[config.mk]
export PLATFORM = sky130hd
export DESIGN_NAME = nco_phase_ctrl
export DESIGN_NICKNAME = d
export VERILOG_FILES = /design/src/rtl/nco_pkg.sv /design/src/rtl/nco_host_stage.sv /design/src/rtl/nco_freq_regs.sv /design/src/rtl/nco_phase_reg.sv /design/src/rtl/nco_phase_acc.sv /design/src/rtl/nco_phase_ctrl.sv
export SDC_FILE = /design/constraint.sdc
export NUM_CORES = 1
export LEC_CHECK = 0
export ABC_AREA = 1
export BUFFER_PORTS_ARGS = -buffer_cell sky130_fd_sc_hd__buf_2
export CAP_MARGIN = 5
export CORE_ASPECT_RATIO = 0.7
export CORE_MARGIN = 1
export CORE_UTILIZATION = 35
export DETAILED_ROUTE_END_ITERATION = 10
export GPL_ROUTABILITY_DRIVEN = 0
export SYNTH_ARGS = -nofsm -noshare
export SYNTH_HDL_FRONTEND = slang
export SYNTH_SLANG_ARGS = --single-unit
export TNS_END_PERCENT = 5
[constraint.sdc]
create_clock -name clk -period 4.3 [get_ports clk]
set_clock_uncertainty 0.15 [all_clocks]
set_input_delay 0.86 -clock clk [delete_from_list [all_inputs] [get_ports clk]]
set_output_delay 0.86 -clock clk [all_outputs]
set_load 0.005 [all_outputs]
[src/rtl/nco_pkg.sv]
// Shared definitions for the NCO phase and frequency control block.
// Assumes the host address field is two bits wide.
package nco_pkg;

    // Host staging register select codes
    typedef enum logic [1:0] {
        HA_FREQ_LO = 2'b00,
        HA_FREQ_HI = 2'b01,
        HA_PHASE   = 2'b10,
        HA_RSVD    = 2'b11
    } host_addr_e;

    // Slot numbers of the frequency registers inside the step summer
    localparam int FREQ_CENTER = 0;
    localparam int FREQ_OFFSET = 1;
    localparam int FREQ_COUNT  = 2;

endpackage

[src/rtl/nco_host_stage.sv]
// Host staging registers. A write on the narrow host bus lands in one of
// three staging words, picked by the address. Assumes select and write
// strobe are synchronous to clk and the reserved code writes nothing.
module nco_host_stage
    import nco_pkg::*;
#(
    parameter int BUS_W = 16
) (
    input  logic             clk,
    input  logic             rst_n,
    input  logic             sel_n,
    input  logic             wr_n,
    input  logic [1:0]       addr,
    input  logic [BUS_W-1:0] data,
    output logic [BUS_W-1:0] stage_lo,
    output logic [BUS_W-1:0] stage_hi,
    output logic [BUS_W-1:0] stage_ph
);

    logic       wr_go;
    host_addr_e addr_code;

    // Decode a valid write strobe and type the address
    always_comb begin
        wr_go     = !sel_n && !wr_n;
        addr_code = host_addr_e'(addr);
    end

    // Capture the host word into the addressed staging register
    always_ff @(posedge clk) begin
        if (!rst_n) begin
            stage_lo <= '0;
            stage_hi <= '0;
            stage_ph <= '0;
        end else if (wr_go) begin
            case (addr_code)
                HA_FREQ_LO: stage_lo <= data;
                HA_FREQ_HI: stage_hi <= data;
                HA_PHASE:   stage_ph <= data;
                default:    ;
            endcase
        end
    end

    AST_RSVD_NO_WRITE: assert property (@(posedge clk) disable iff (!rst_n)
        (!sel_n && !wr_n && addr == 2'b11) |=> ($stable(stage_lo) && $stable(stage_hi) && $stable(stage_ph)));

    AST_DESEL_NO_WRITE: assert property (@(posedge clk) disable iff (!rst_n)
        sel_n |=> ($stable(stage_lo) && $stable(stage_hi) && $stable(stage_ph)));

endmodule

[src/rtl/nco_freq_regs.sv]
// Frequency registers with pipelined active-low load enables. Each enable
// is registered once; a low registered enable copies the staged word into
// its register at every edge. The phase step is the sum of all registers
// modulo 2^WORD_W. Assumes the staged word is stable while loading.
module nco_freq_regs #(
    parameter int WORD_W   = 32,
    parameter int NUM_REGS = 2
) (
    input  logic                clk,
    input  logic                rst_n,
    input  logic [NUM_REGS-1:0] load_n,
    input  logic [WORD_W-1:0]   stage_word,
    output logic [WORD_W-1:0]   step
);

    logic [NUM_REGS-1:0]             en_q;
    logic [NUM_REGS-1:0][WORD_W-1:0] freq_q;

    // Register the active-low load enables
    always_ff @(posedge clk) begin
        if (!rst_n) en_q <= '1;
        else        en_q <= load_n;
    end

    // Reload each register from staging while its registered enable is low
    always_ff @(posedge clk) begin
        if (!rst_n) begin
            freq_q <= '0;
        end else begin
            for (int i = 0; i < NUM_REGS; i++) begin
                if (!en_q[i]) freq_q[i] <= stage_word;
            end
        end
    end

    // Sum all frequency registers into the wrapping phase step
    always_comb begin
        step = '0;
        for (int i = 0; i < NUM_REGS; i++) step = step + freq_q[i];
    end

    for (genvar g = 0; g < NUM_REGS; g++) begin : g_chk
        AST_FREQ_HOLD: assert property (@(posedge clk) disable iff (!rst_n)
            en_q[g] |=> $stable(freq_q[g]));
    end

endmodule

[src/rtl/nco_phase_reg.sv]
// Phase offset register. Loads through a registered active-low enable,
// either from the host staging word or, in quadrant mode, from the symbol
// pins placed in the top bits with the rest cleared. Assumes the mode and
// symbol inputs are stable at the loading edge.
module nco_phase_reg #(
    parameter int OFS_W = 16,
    parameter int MOD_W = 2
) (
    input  logic             clk,
    input  logic             rst_n,
    input  logic             load_n,
    input  logic             mode,
    input  logic [MOD_W-1:0] sym,
    input  logic [OFS_W-1:0] stage_ph,
    output logic [OFS_W-1:0] phase_q
);

    localparam int PAD_W = OFS_W - MOD_W;

    logic             en_q;
    logic [OFS_W-1:0] phase_next;

    // Register the active-low load enable
    always_ff @(posedge clk) begin
        if (!rst_n) en_q <= 1'b1;
        else        en_q <= load_n;
    end

    // Pick the phase source: staging word or quadrant symbol
    always_comb begin
        if (mode) phase_next = stage_ph;
        else      phase_next = {sym, {PAD_W{1'b0}}};
    end

    // Load the phase register while the registered enable is low
    always_ff @(posedge clk) begin
        if (!rst_n)     phase_q <= '0;
        else if (!en_q) phase_q <= phase_next;
    end

    AST_PH_HOLD: assert property (@(posedge clk) disable iff (!rst_n)
        en_q |=> $stable(phase_q));

    AST_QPSK_LSB_ZERO: assert property (@(posedge clk) disable iff (!rst_n)
        (!en_q && !mode) |=> (phase_q[PAD_W-1:0] == '0));

    AST_QPSK_MSB_SYM: assert property (@(posedge clk) disable iff (!rst_n)
        (!en_q && !mode) |=> (phase_q[OFS_W-1 -: MOD_W] == $past(sym)));

endmodule

[src/rtl/nco_phase_acc.sv]
// Phase accumulator and phase adder. Adds the step each edge with a
// wrapping sum, registers the inverted overflow, and registers the output
// argument as the accumulator plus an offset on its upper bits. Assumes
// OFS_W is smaller than PHASE_W.
module nco_phase_acc #(
    parameter int PHASE_W = 32,
    parameter int OFS_W   = 16
) (
    input  logic               clk,
    input  logic               rst_n,
    input  logic [PHASE_W-1:0] step,
    input  logic [OFS_W-1:0]   phase_ofs,
    output logic [PHASE_W-1:0] phase_arg,
    output logic               carry_n
);

    localparam int LO_W = PHASE_W - OFS_W;

    logic [PHASE_W-1:0] acc_q;
    logic [PHASE_W:0]   sum_wide;
    logic [OFS_W-1:0]   arg_hi;

    // Form the accumulator sum with its overflow bit
    always_comb begin
        sum_wide = {1'b0, acc_q} + {1'b0, step};
        arg_hi   = acc_q[PHASE_W-1 -: OFS_W] + phase_ofs;
    end

    // Advance the accumulator and record the inverted overflow
    always_ff @(posedge clk) begin
        if (!rst_n) begin
            acc_q   <= '0;
            carry_n <= 1'b1;
        end else begin
            acc_q   <= sum_wide[PHASE_W-1:0];
            carry_n <= ~sum_wide[PHASE_W];
        end
    end

    // Register the offset phase argument
    always_ff @(posedge clk) begin
        if (!rst_n) phase_arg <= '0;
        else        phase_arg <= {arg_hi, acc_q[LO_W-1:0]};
    end

    AST_CARRY_WRAP: assert property (@(posedge clk) disable iff (!rst_n)
        1'b1 |=> (carry_n == !(acc_q < $past(acc_q))));

    AST_ARG_LOW_TRACK: assert property (@(posedge clk) disable iff (!rst_n)
        1'b1 |=> (phase_arg[LO_W-1:0] == $past(acc_q[LO_W-1:0])));

endmodule

[src/rtl/nco_phase_ctrl.sv]
// Top of the NCO phase and frequency control block. Host staging feeds a
// center and an offset frequency register and a phase register; their sum
// drives a wrapping phase accumulator whose upper half is offset by the
// phase register to form the lookup argument. Assumes one clock domain.
module nco_phase_ctrl
    import nco_pkg::*;
#(
    parameter int BUS_W = 16,
    parameter int MOD_W = 2
) (
    input  logic               clk,
    input  logic               rst_n,
    input  logic               host_sel_n,
    input  logic               host_wr_n,
    input  logic [1:0]         host_addr,
    input  logic [BUS_W-1:0]   host_data,
    input  logic               ctr_load_n,
    input  logic               ofs_load_n,
    input  logic               ph_load_n,
    input  logic               ph_mode,
    input  logic [MOD_W-1:0]   qpsk_sym,
    output logic [2*BUS_W-1:0] phase_arg,
    output logic               acc_carry_n
);

    localparam int PHASE_W = 2 * BUS_W;

    logic [BUS_W-1:0]      stage_lo;
    logic [BUS_W-1:0]      stage_hi;
    logic [BUS_W-1:0]      stage_ph;
    logic [PHASE_W-1:0]    stage_word;
    logic [FREQ_COUNT-1:0] freq_load_n;
    logic [PHASE_W-1:0]    step;
    logic [BUS_W-1:0]      phase_q;

    // Join the staged halves and order the frequency enables
    always_comb begin
        stage_word                = {stage_hi, stage_lo};
        freq_load_n               = '1;
        freq_load_n[FREQ_CENTER]  = ctr_load_n;
        freq_load_n[FREQ_OFFSET]  = ofs_load_n;
    end

    nco_host_stage #(.BUS_W(BUS_W)) u_stage (
        .clk      (clk),
        .rst_n    (rst_n),
        .sel_n    (host_sel_n),
        .wr_n     (host_wr_n),
        .addr     (host_addr),
        .data     (host_data),
        .stage_lo (stage_lo),
        .stage_hi (stage_hi),
        .stage_ph (stage_ph)
    );

    nco_freq_regs #(.WORD_W(PHASE_W), .NUM_REGS(FREQ_COUNT)) u_freq (
        .clk        (clk),
        .rst_n      (rst_n),
        .load_n     (freq_load_n),
        .stage_word (stage_word),
        .step       (step)
    );

    nco_phase_reg #(.OFS_W(BUS_W), .MOD_W(MOD_W)) u_phase (
        .clk      (clk),
        .rst_n    (rst_n),
        .load_n   (ph_load_n),
        .mode     (ph_mode),
        .sym      (qpsk_sym),
        .stage_ph (stage_ph),
        .phase_q  (phase_q)
    );

    nco_phase_acc #(.PHASE_W(PHASE_W), .OFS_W(BUS_W)) u_acc (
        .clk       (clk),
        .rst_n     (rst_n),
        .step      (step),
        .phase_ofs (phase_q),
        .phase_arg (phase_arg),
        .carry_n   (acc_carry_n)
    );

    AST_RESET_CLEAR: assert property (@(posedge clk)
        !rst_n |=> (phase_arg == '0 && acc_carry_n));

endmodule

Word level (Yosys, flattened, before mapping)
Index checks and enable logic that the tools add are counted.
W data, S select, Z words.
- register bits after elaboration: 196
- output and inout port bits: 33
- logic and storage cells: 25
- add/sub/neg operators: 3
- eq/ne operators: 2
- muxes and demuxes: 1
- bitwise gates (word level): 1
- reductions and logical operators: 7
- operator list (operator ; number):
    $add A32 B32 Y33 ; 1
    $add A32 B32 Y32 ; 1
    $add A16 B16 Y16 ; 1
    $mux W16 ; 1
    $reduce_and A2 Y1 ; 3
    $eq A2 B1 Y1 const B ; 1
    $eq A2 B2 Y1 const B ; 1
    $logic_not A1 Y1 ; 2
    $logic_not A2 Y1 ; 1
    $logic_and A1 B1 Y1 ; 1
    $not A1 Y1 ; 1

Logic depth before layout (Yosys ltp)
Gate-level depths: netlist of run 1.
- depth in word-level cells: 3
- mapped depth: 27
- gate-level depth less buffers: 27

By module
From an unflattened synthesis of run 1, not the netlist that was laid out.
- cells, all modules: 1942
- area total of the unflattened synthesis: 12161.7 µm²
- modules (own cells, without submodules) (module ; instances ; cells an instance ; area each (µm²) ; seq. area each (µm²)):
    nco_phase_acc ; 1 ; 799 ; 4815.9 ; 1301.2
    nco_freq_regs ; 1 ; 776 ; 4548.1 ; 1321.3
    nco_host_stage ; 1 ; 286 ; 2050.7 ; 960.9
    nco_phase_reg ; 1 ; 81 ; 747.0 ; 340.3

Worst setup path after synthesis of run 1
No wires, ideal clock.
- path type: register to register
- start: reg u_freq.freq_q[0] (netlist bit)
- end: reg u_acc.acc_q[31]
- setup time: 0.115 ns
- arrival time: 2.721 ns
- data required time: 4.035 ns
- setup slack: 1.315 ns
- stages on the path, launching flop included: 25
- cell sequence: dfxtp_1 > ha_1 > inv_1 > fa_1 > inv_1 > nand3_1 > nand2_1 > nand2_1 > nand2_2 > nand2_1 > nand2_1 > nand2_1 > nand2_1 > nand2_1 > nand2_1 > inv_1 > ha_1 > nand2_1 > nor2_2 > inv_2 > nor2_4 > and2_1 > nand2_1 > a21oi_1 > nor2_1
- word-level cells in the longest chain between the ends: 2
- ends and longest elaborated chain (item ; RTL line ; text):
    from (decl) ; nco_freq_regs.sv:17 ; logic [NUM_REGS-1:0][WORD_W-1:0] freq_q;
    from (signal, indexed assignment) ; nco_freq_regs.sv:31 ; if (!en_q[i]) freq_q[i] <= stage_word;
    $add A32 B32 Y32 ; nco_freq_regs.sv:39 ; for (int i = 0; i < NUM_REGS; i++) step = step + freq_q[i];
    $add A32 B32 Y33 ; nco_phase_acc.sv:25 ; sum_wide = {1'b0, acc_q} + {1'b0, step};
    to (signal assigned) ; nco_phase_acc.sv:35 ; acc_q <= sum_wide[PHASE_W-1:0];
    to (decl) ; nco_phase_acc.sv:19 ; logic [PHASE_W-1:0] acc_q;
No other way between the ends.
A chain may end at the register's enable or synchronous reset.

Final worst setup path of run 1
- start: reg u_freq.freq_q[0] (netlist bit)
- end: reg u_acc.acc_q[26]
Same word-level chain as after synthesis.

==> impl_results.md, run 1 <==
* DR iter-0 viols at 1238
* First-pass GRT wire length at 54.32 mm
* Grt ovf at 0
* Top post-synthesis cells by area: dfxtp_1 (34%), nand2_1 (13%), nor2_1 (11%)
* Yosys reg bits at a little under 200
* Area of the multi-input gates at about 0.0065 mm²
* Die Span X at 218.0 µm
* HPWL after DPL at 26.43 mm
* Final hold vios at 0
* Die ar. at about 0.033 mm²
* Tmin final at 3.520 ns
* Status: complete, no violations
* CP Data Required Time at between 4 and 5 ns
* Relative slew margins at 0.2025
* Syn Nets at around 1900
* Top cell type's share of synthesized area at 0.3433
* Total GRT Usage at 0.2094
* Starting Density at 0.3615
* Clk sink count at slightly below 200
* F_max at ~280 MHz
* FF+latch area at 0.003924 mm²
* Maximum VDD drop at roughly 0.22 mV
* Syn Inst Count at about 1800
* Drt via density at just under 5
* Hold Buf Count CTS at 0
* Fin cells at between 2000 and 2500
* Leakage at approximately 6.6 nW
* RSZ-0062 raised after global routing: no
* Largest buffer count on any clock path at 2
* Final Cell Area at around 0.013 mm²
* Final WL at 34.03 mm
* Startpoint types: flip-flop
* Core area at between 0.03 and 0.04 mm²
* Postcts setup bufs at 0
* Synth Cell Area at 0.01143 mm²
* Share of cells above drive strength 1 at 0.08444
* CTS Buf Count at 17
* Antenna-violating nets left at 0
* Fillers at about 3400
* Post-synthesis cell type count at 37
* Area grow syn2layout at 11.57%
* Slew Limit Fails at 0
* Final worst-path cycle share at 0.8185
* CP endpoint kind: flip-flop
* Post-Place Cells at 2200
* Largest area contributor in the netlist: dfxtp_1
* Num rows at 54
* Root buf cell: clkbuf_16
* Synth warn at 0
* Buffers added on ports at 60
* First-pass DRT Iterations at 7
* CTS tree: done
* Final worst slack at about 0.78 ns
* Hold crit path type: reg2reg
* Most frequent cells in the layout: nand2_1 (403), nor2_1 (346), inv_1 (214), dfxtp_1 (196), o21ai_0 (170)
* Wirelength per Cell at 15.25 µm
* Least-Margin Pin Slew at 1.195 ns
* Die Height at 153.2 µm
* Power Dens Cells at 418.4 mW/mm²
* Ports at 61
* Max cap viols at 0
* Register area share after synthesis at 0.3433
* Worst-path fanout max at 5
* Remaining routing DRC violations at 0
* Final setup TNS at 0 ns
* Most common cell after layout, fill and taps aside: nand2_1
* Worst R2R Setup Slack at 0.78 ns
* Setup violations, final at 0
* Reg clk slew, reported paths at roughly 0.08 ns
* DP Area at 0.01211 mm²
* Synthesized area per cell at ~6.5 µm²
* Ant. Diodes at 0
* Initial antenna violation count at 0
* Crit Path Category: reg2reg
* Clock latency on the worst-skew pair at approximately 0.46 ns
* Vias in the first global route at 10030
* Vias at about 11000
* CTS resizes at 0
* Deepest level of the CTS H-tree at 4
* Final Net Count at 1911
* Worst path arrival time at roughly 3.7 ns
* Pre-CTS setup slack at ~0.86 ns
* Largest net degree at the start of global routing at 101
critical path, stage by stage (launching register included):
cell	delay, ns
dfxtp_1	0.34
ha_1	0.17
inv_1	0.05
fa_1	0.39
inv_1	0.07
nand3_1	0.06
nand2_1	0.15
nand2_1	0.07
o211ai_1	0.15
a21oi_1	0.13
xnor2_1	0.32
ha_1	0.36
nand2_1	0.16
inv_1	0.05
nand2_1	0.06
nand2_1	0.09
inv_1	0.06
nand2_1	0.08
nand2_1	0.10
nand3_1	0.08
and2_1	0.14
nor2_1	0.19
final cells by class:
type | count | share of cell area
Tap cell | 420 | 0.04121
Clock buffer | 18 | 0.03365
Sequential cell | 196 | 0.3077
Timing Repair Buffer | 64 | 0.02610
Clock inverter | 14 | 0.01668
Inverter | 226 | 0.06652
Multi-Input combinational cell | 1294 | 0.5081
cell families after synthesis:
family | count (synthesis) | synth area share
xor gates and xnor gates | 19 | 0.01456
adders and majority gates | 84 | 0.09392
and+or+nand+nor | 880 | 0.3170
AOI/OAI and AO/OA | 309 | 0.1395
muxes | 2 | 0.001970
buffers and inverters | 270 | 0.08976
DFF | 196 | 0.3433
Yosys cell counts:
master and n:
fa_1 3, a31oi_1 3, nor3b_1 1, nor3_2 6, nor2_1 346, ha_1 81
clkbuf_1 36, o211ai_1 1, nor2_2 8, xor2_1 14, nor2_4 3, nand2_1 403
a21o_1 3, nand4_1 7, dfxtp_1 196, nand3b_1 4, mux2_2 2, nor3_1 10
a211oi_1 1, inv_2 12, o21ai_1 2, nand2_2 17, buf_2 7, xnor2_1 5
inv_1 214, nor3_4 2, and3_1 1, a21oi_2 1, a21oi_1 117, buf_4 1
o21a_1 3, and2_1 6, o21ai_0 170, nand3_2 4, or2_2 3, nand3_1 59
o21bai_1 8
where the power goes:
| group | switching [mW] | total (mW) | internal (mW) |
|---|---|---|---|
| Sequential | 0.164 | 2.18 | 2.01 |
| Combinational | 0.916 | 1.39 | 0.472 |
| Clock | 0.779 | 1.77 | 0.993 |
worst paths after layout:
kind	from	endpoint	cells past startpoint
hold / removal	u_acc.acc_q[3]$_SDFF_PN0_	u_acc.phase_arg[3]$_SDFF_PN0_	2
hold reg to reg	u_acc.acc_q[3]$_SDFF_PN0_	u_acc.phase_arg[3]$_SDFF_PN0_	2
setup / recovery	u_freq.freq_q[0]$_SDFFE_PN0N_	u_acc.acc_q[26]$_SDFF_PN0_	21
setup reg to reg	u_freq.freq_q[0]$_SDFFE_PN0N_	u_acc.acc_q[26]$_SDFF_PN0_	21
per-stage QoR:
| step | util | hold WS, ns | total power [mW] |
|---|---|---|---|
| floorplan | - | 0.2698 | 3.118 |
| global placement | 0.3830 | 0.2835 | 3.557 |
| detailed placement | 0.3830 | 0.2902 | 3.566 |
| CTS | 0.4033 | 0.3013 | 5.348 |
| global route | 0.4033 | 0.3239 | 5.651 |
| finish | 0.4033 | 0.2946 | 5.336 |
state kept, by name, summed over array words and instances (netlist names):
register and count:
u_freq.freq_q 64, u_acc.acc_q 32, u_acc.phase_arg 32, u_phase.phase_q 16, u_stage.stage_hi 16, u_stage.stage_lo 16, u_stage.stage_ph 16, u_freq.en_q 2
u_acc.carry_n 1, u_phase.en_q 1
routing by layer:
layer / share of wire / global-route usage / wire, µm
met1: 0.54 / 0.3355 / 18470
met2: 0.37 / 0.2772 / 12690
met3: 0.074 / 0.03940 / 2513
met4: 0.011 / 0.05095 / 361
met5: 0 / 0 / 0
Note: power is estimated with default switching activity, not from simulation.
==> run 2: changes to the inputs <==
ABC_AREA = 0   (was 1)
clock period = 3.3 ns   (was 4.3 ns; I/O delays follow)
==> run 2 against run 1 <==
  * Cell count down 17%
  * Total power is 10% lower
  * Sequential share of layout area is 1.2 points lower
  * Largest cell class unchanged
  * Hold slack got worse by 0.058 ns
  * The flow now finishes with violations (setup timing)
==> impl_results.md, run 2 <==
* Final Cell Area at 0.01328 mm² (+4.2%)
* Die ar. at 0.03034 mm² (-9.1%)
* Combinational Power Share at 0.052 (-0.208)
* Synthesized area per cell at 8.326 µm² (+28%)
* Maximum VDD drop at 0.3497 mV (+57%)
* Ant. Diodes at 0 (unchanged)
* Least-Margin Pin Slew at 1.093 ns (-0.1022 ns)
* Final Net Count at 1576 (-18%)
* Post-Place Cells at 1821 (-17%)
* HPWL after DPL at 22.40 mm (-15%)
* Remaining routing DRC violations at 0 (unchanged)
* Tmin final at 4.022 ns (+0.5023 ns)
* Synth Cell Area at 0.01037 mm² (-9.2%)
* Total GRT Usage at 0.1940 (-0.01542)
* Die Height at 146.0 µm (-4.7%)
* Main flop type after synthesis: dfxtp_1
* Pint at 3.544 mW (+1.9%)
* Area grow syn2layout at 28.05%
* Post-synthesis cell type count at 58 (+57%)
* Yosys reg bits at 196 (unchanged)
* Reg power frac at 0.510 (+0.102)
* Hold Buf Count CTS at 0 (unchanged)
* Num rows at 52 (-3.7%)
* Total chip power at 4.796 mW (-10%)
* Largest net degree at the start of global routing at 71 (-30%)
* Setup violations, final at 22 (+22)
* Root buf cell: clkbuf_16
* Clock latency on the worst-skew pair at 0.45 ns (about the same)
* Share of cells above drive strength 1 at 0.2349 (+0.1505)
* Final worst slack at -0.7219 ns (-1.502 ns)
* Syn Inst Count at 1246 (-29%)
* Most frequent cells in the layout: buf_4 (196), dfxtp_1 (192), nand2_1 (165), nor2_1 (159), a21oi_1 (129)
* Slew Limit Fails at 0 (unchanged)
* First-pass GRT wire length at 46.64 mm (-14%)
* FF+latch area at 0.003929 mm² (+0.13%)
* Relative slew margins at 0.2715 (+0.06900)
* Number of synthesized flops with an enable pin at 0 (unchanged)
* DR iter-0 viols at 729 (-41%)
* Ports at 61 (unchanged)
* Die Span X at 207.8 µm (-4.7%)
* Max cap viols at 0 (unchanged)
* Clock network fraction of total power at 0.438 (+0.106)
* Top post-synthesis cells by area: dfxtp_1 (38%), ha_1 (9.8%), mux2i_1 (7.0%)
* Worst Setup SP: u_freq.freq_q[0]$_SDFFE_PN0N_
* Worst hold start: ph_load_n
* Syn Nets at 1358 (-27%)
* Hold crit path type: in2reg
* Switching power at 1.252 mW (-33%)
* Buffers added on ports at 60 (unchanged)
* Starting Density at 0.3575 (-0.003973)
* RSZ-0062 raised after global routing: yes
* Sw frac at 0.2611 (-0.08730)
* Top-count cell post-synth: dfxtp_1
* Leakage at 6.312 nW (-4.4%)
* Asr flop ratio synth at 0 (unchanged)
* Reg clk slew, reported paths at 0.08 ns (about the same)
* CP endpoint kind: flip-flop
* Biggest regs: u_freq.freq_q: 64 flops, u_acc.acc_q: 32 flops, u_acc.phase_arg: 32 flops
* Antenna-violating nets left at 0 (unchanged)
* Final hold vios at 0 (unchanged)
* Fillers at 2870 (-15%)
* CTS Buf Count at 17 (unchanged)
* Pre-CTS setup slack at -0.9654 ns (-1.828 ns)
* Status: finished with violations
* Largest Register: u_freq.freq_q
* Startpoint types: flip-flop
* Wirelength per Cell at 15.90 µm (+4.3%)
* Synth warn at 0 (unchanged)
* DP Area at 0.01247 mm² (+3.0%)
* Clk sink count at 196 (unchanged)
* Vias at 9448 (-14%)
* CTS tree: done
* Grt ovf at 0 (unchanged)
* Drt via density at 5.093 (+3.0%)
* Largest area contributor in the netlist: dfxtp_1
* Vias in the first global route at 8762 (-13%)
* Top cell type's share of synthesized area at 0.3782 (+0.03495)
* Final setup TNS at -9.868 ns (-9.868 ns)
* Beginning of the worst register-to-register path: u_freq.freq_q[0]$_SDFFE_PN0N_
* Failing checks: setup timing
* Power Dens Cells at 361.0 mW/mm² (-14%)
* F_max at 248.6 MHz (-12%)
* Worst-path fanout max at 4 (-1)
* First-pass DRT Iterations at 5 (-2)
* Final worst-path cycle share at 1.219 (+0.4002)
* CP Data Required Time at 3.49 ns (-1.02 ns)
* Area of the multi-input gates at 0.006389 mm² (-1.4%)
* Largest buffer count on any clock path at 2 (unchanged)
* Final WL at 29.49 mm (-13%)
* Initial antenna violation count at 0 (unchanged)
* Register area share after synthesis at 0.3782 (+0.03495)
* Max reg flops at 64 (unchanged)
* Crit Path Category: reg2reg
* Core area at 0.02902 mm² (-8.2%)
* Most common cell after layout, fill and taps aside: buf_4
* Fin cells at 1855 (-17%)
* Most instantiated cells after synthesis: dfxtp_1 (196), nand2_1 (165), nor2_1 (159)
* Worst path arrival time at 4.21 ns (+0.48 ns)
* Deepest level of the CTS H-tree at 4 (unchanged)
[run 2: final cells by class]
type / count / share of cell area
multi-input combinational: 964 / 0.4809
timing repair buffer: 257 / 0.1349
clock inverter: 14 / 0.01168
clock buffer: 18 / 0.03306
inverter: 28 / 0.008100
tap: 378 / 0.03560
sequential: 196 / 0.2958
[run 2: per-layer routing]
metal / GRT usage / routed length, µm / up-vias
met1: 0.3108 / 16170 / 4415
met2: 0.2577 / 11240 / 233
met4: 0.04370 / 257 / 0
met5: 0 / 0 / -
met3: 0.03893 / 1822 / 17
li1: - / - / 4783
[run 2: final timing paths]
path / to / slack, ns / cells past startpoint
setup / recovery: u_acc.acc_q[28]$_SDFF_PN0_ / -0.72 / 17
hold / removal: u_phase.en_q$_SDFF_PN1_ / 0.24 / 2
setup reg to reg: u_acc.acc_q[28]$_SDFF_PN0_ / -0.72 / 17
hold reg to reg: u_stage.stage_ph[6]$_SDFFE_PN0P_ / 0.31 / 2
[run 2: worst max-delay path, cell delays in order (launching register included)]
cell	delay, ns
dfxtp_2	0.36
ha_4	0.16
inv_2	0.04
fa_2	0.36
nor2b_4	0.13
o211ai_1	0.11
a31o_1	0.24
a211o_1	0.30
o31a_1	0.32
o21ai_2	0.15
xor2_1	0.21
ha_1	0.31
and3_4	0.18
a221o_1	0.34
a21o_1	0.21
nor3_4	0.15
xor2_1	0.16
nor2_1	0.05
[run 2: logic make-up (layout without fill, tap and decap cells)]
logic type	Yosys count	in the layout	synth area share
muxes	73	73	0.07044
AOI/OAI and AO/OA	305	305	0.1801
DFF	196	196	0.3782
adders and majority gates	84	84	0.1035
buffers and inverters	86	317	0.03112
xor gates and xnor gates	60	60	0.05066
and+or+nand+nor	442	442	0.1860
[run 2: power groups by stage]
stage	registers, mW	clock network [mW]	logic, mW
detailed placement	2.50	0	0.247
CTS	2.44	2.14	0.249
finish	2.45	2.10	0.251
global route	2.45	2.24	0.275
floorplan	2.46	0	0.166
global placement	2.50	0	0.244
[run 2: through the flow]
stage / utilization / hold WS (ns)
final: 0.4578 / 0.2369
after global routing: 0.4578 / 0.2251
after CTS: 0.4539 / 0.2293
after detailed placement: 0.4297 / 0.2979
after global placement: 0.4297 / 0.2932
after floorplan: - / 0.2860
[run 2: timing repair]
action                     in CTS  in global routing
pin swaps                       9                 10
hold endpoints to repair        0                  0
resized for setup              32                 21
buffers inserted                1                  1
setup endpoints to repair      23                 26
cloned                          0                  0
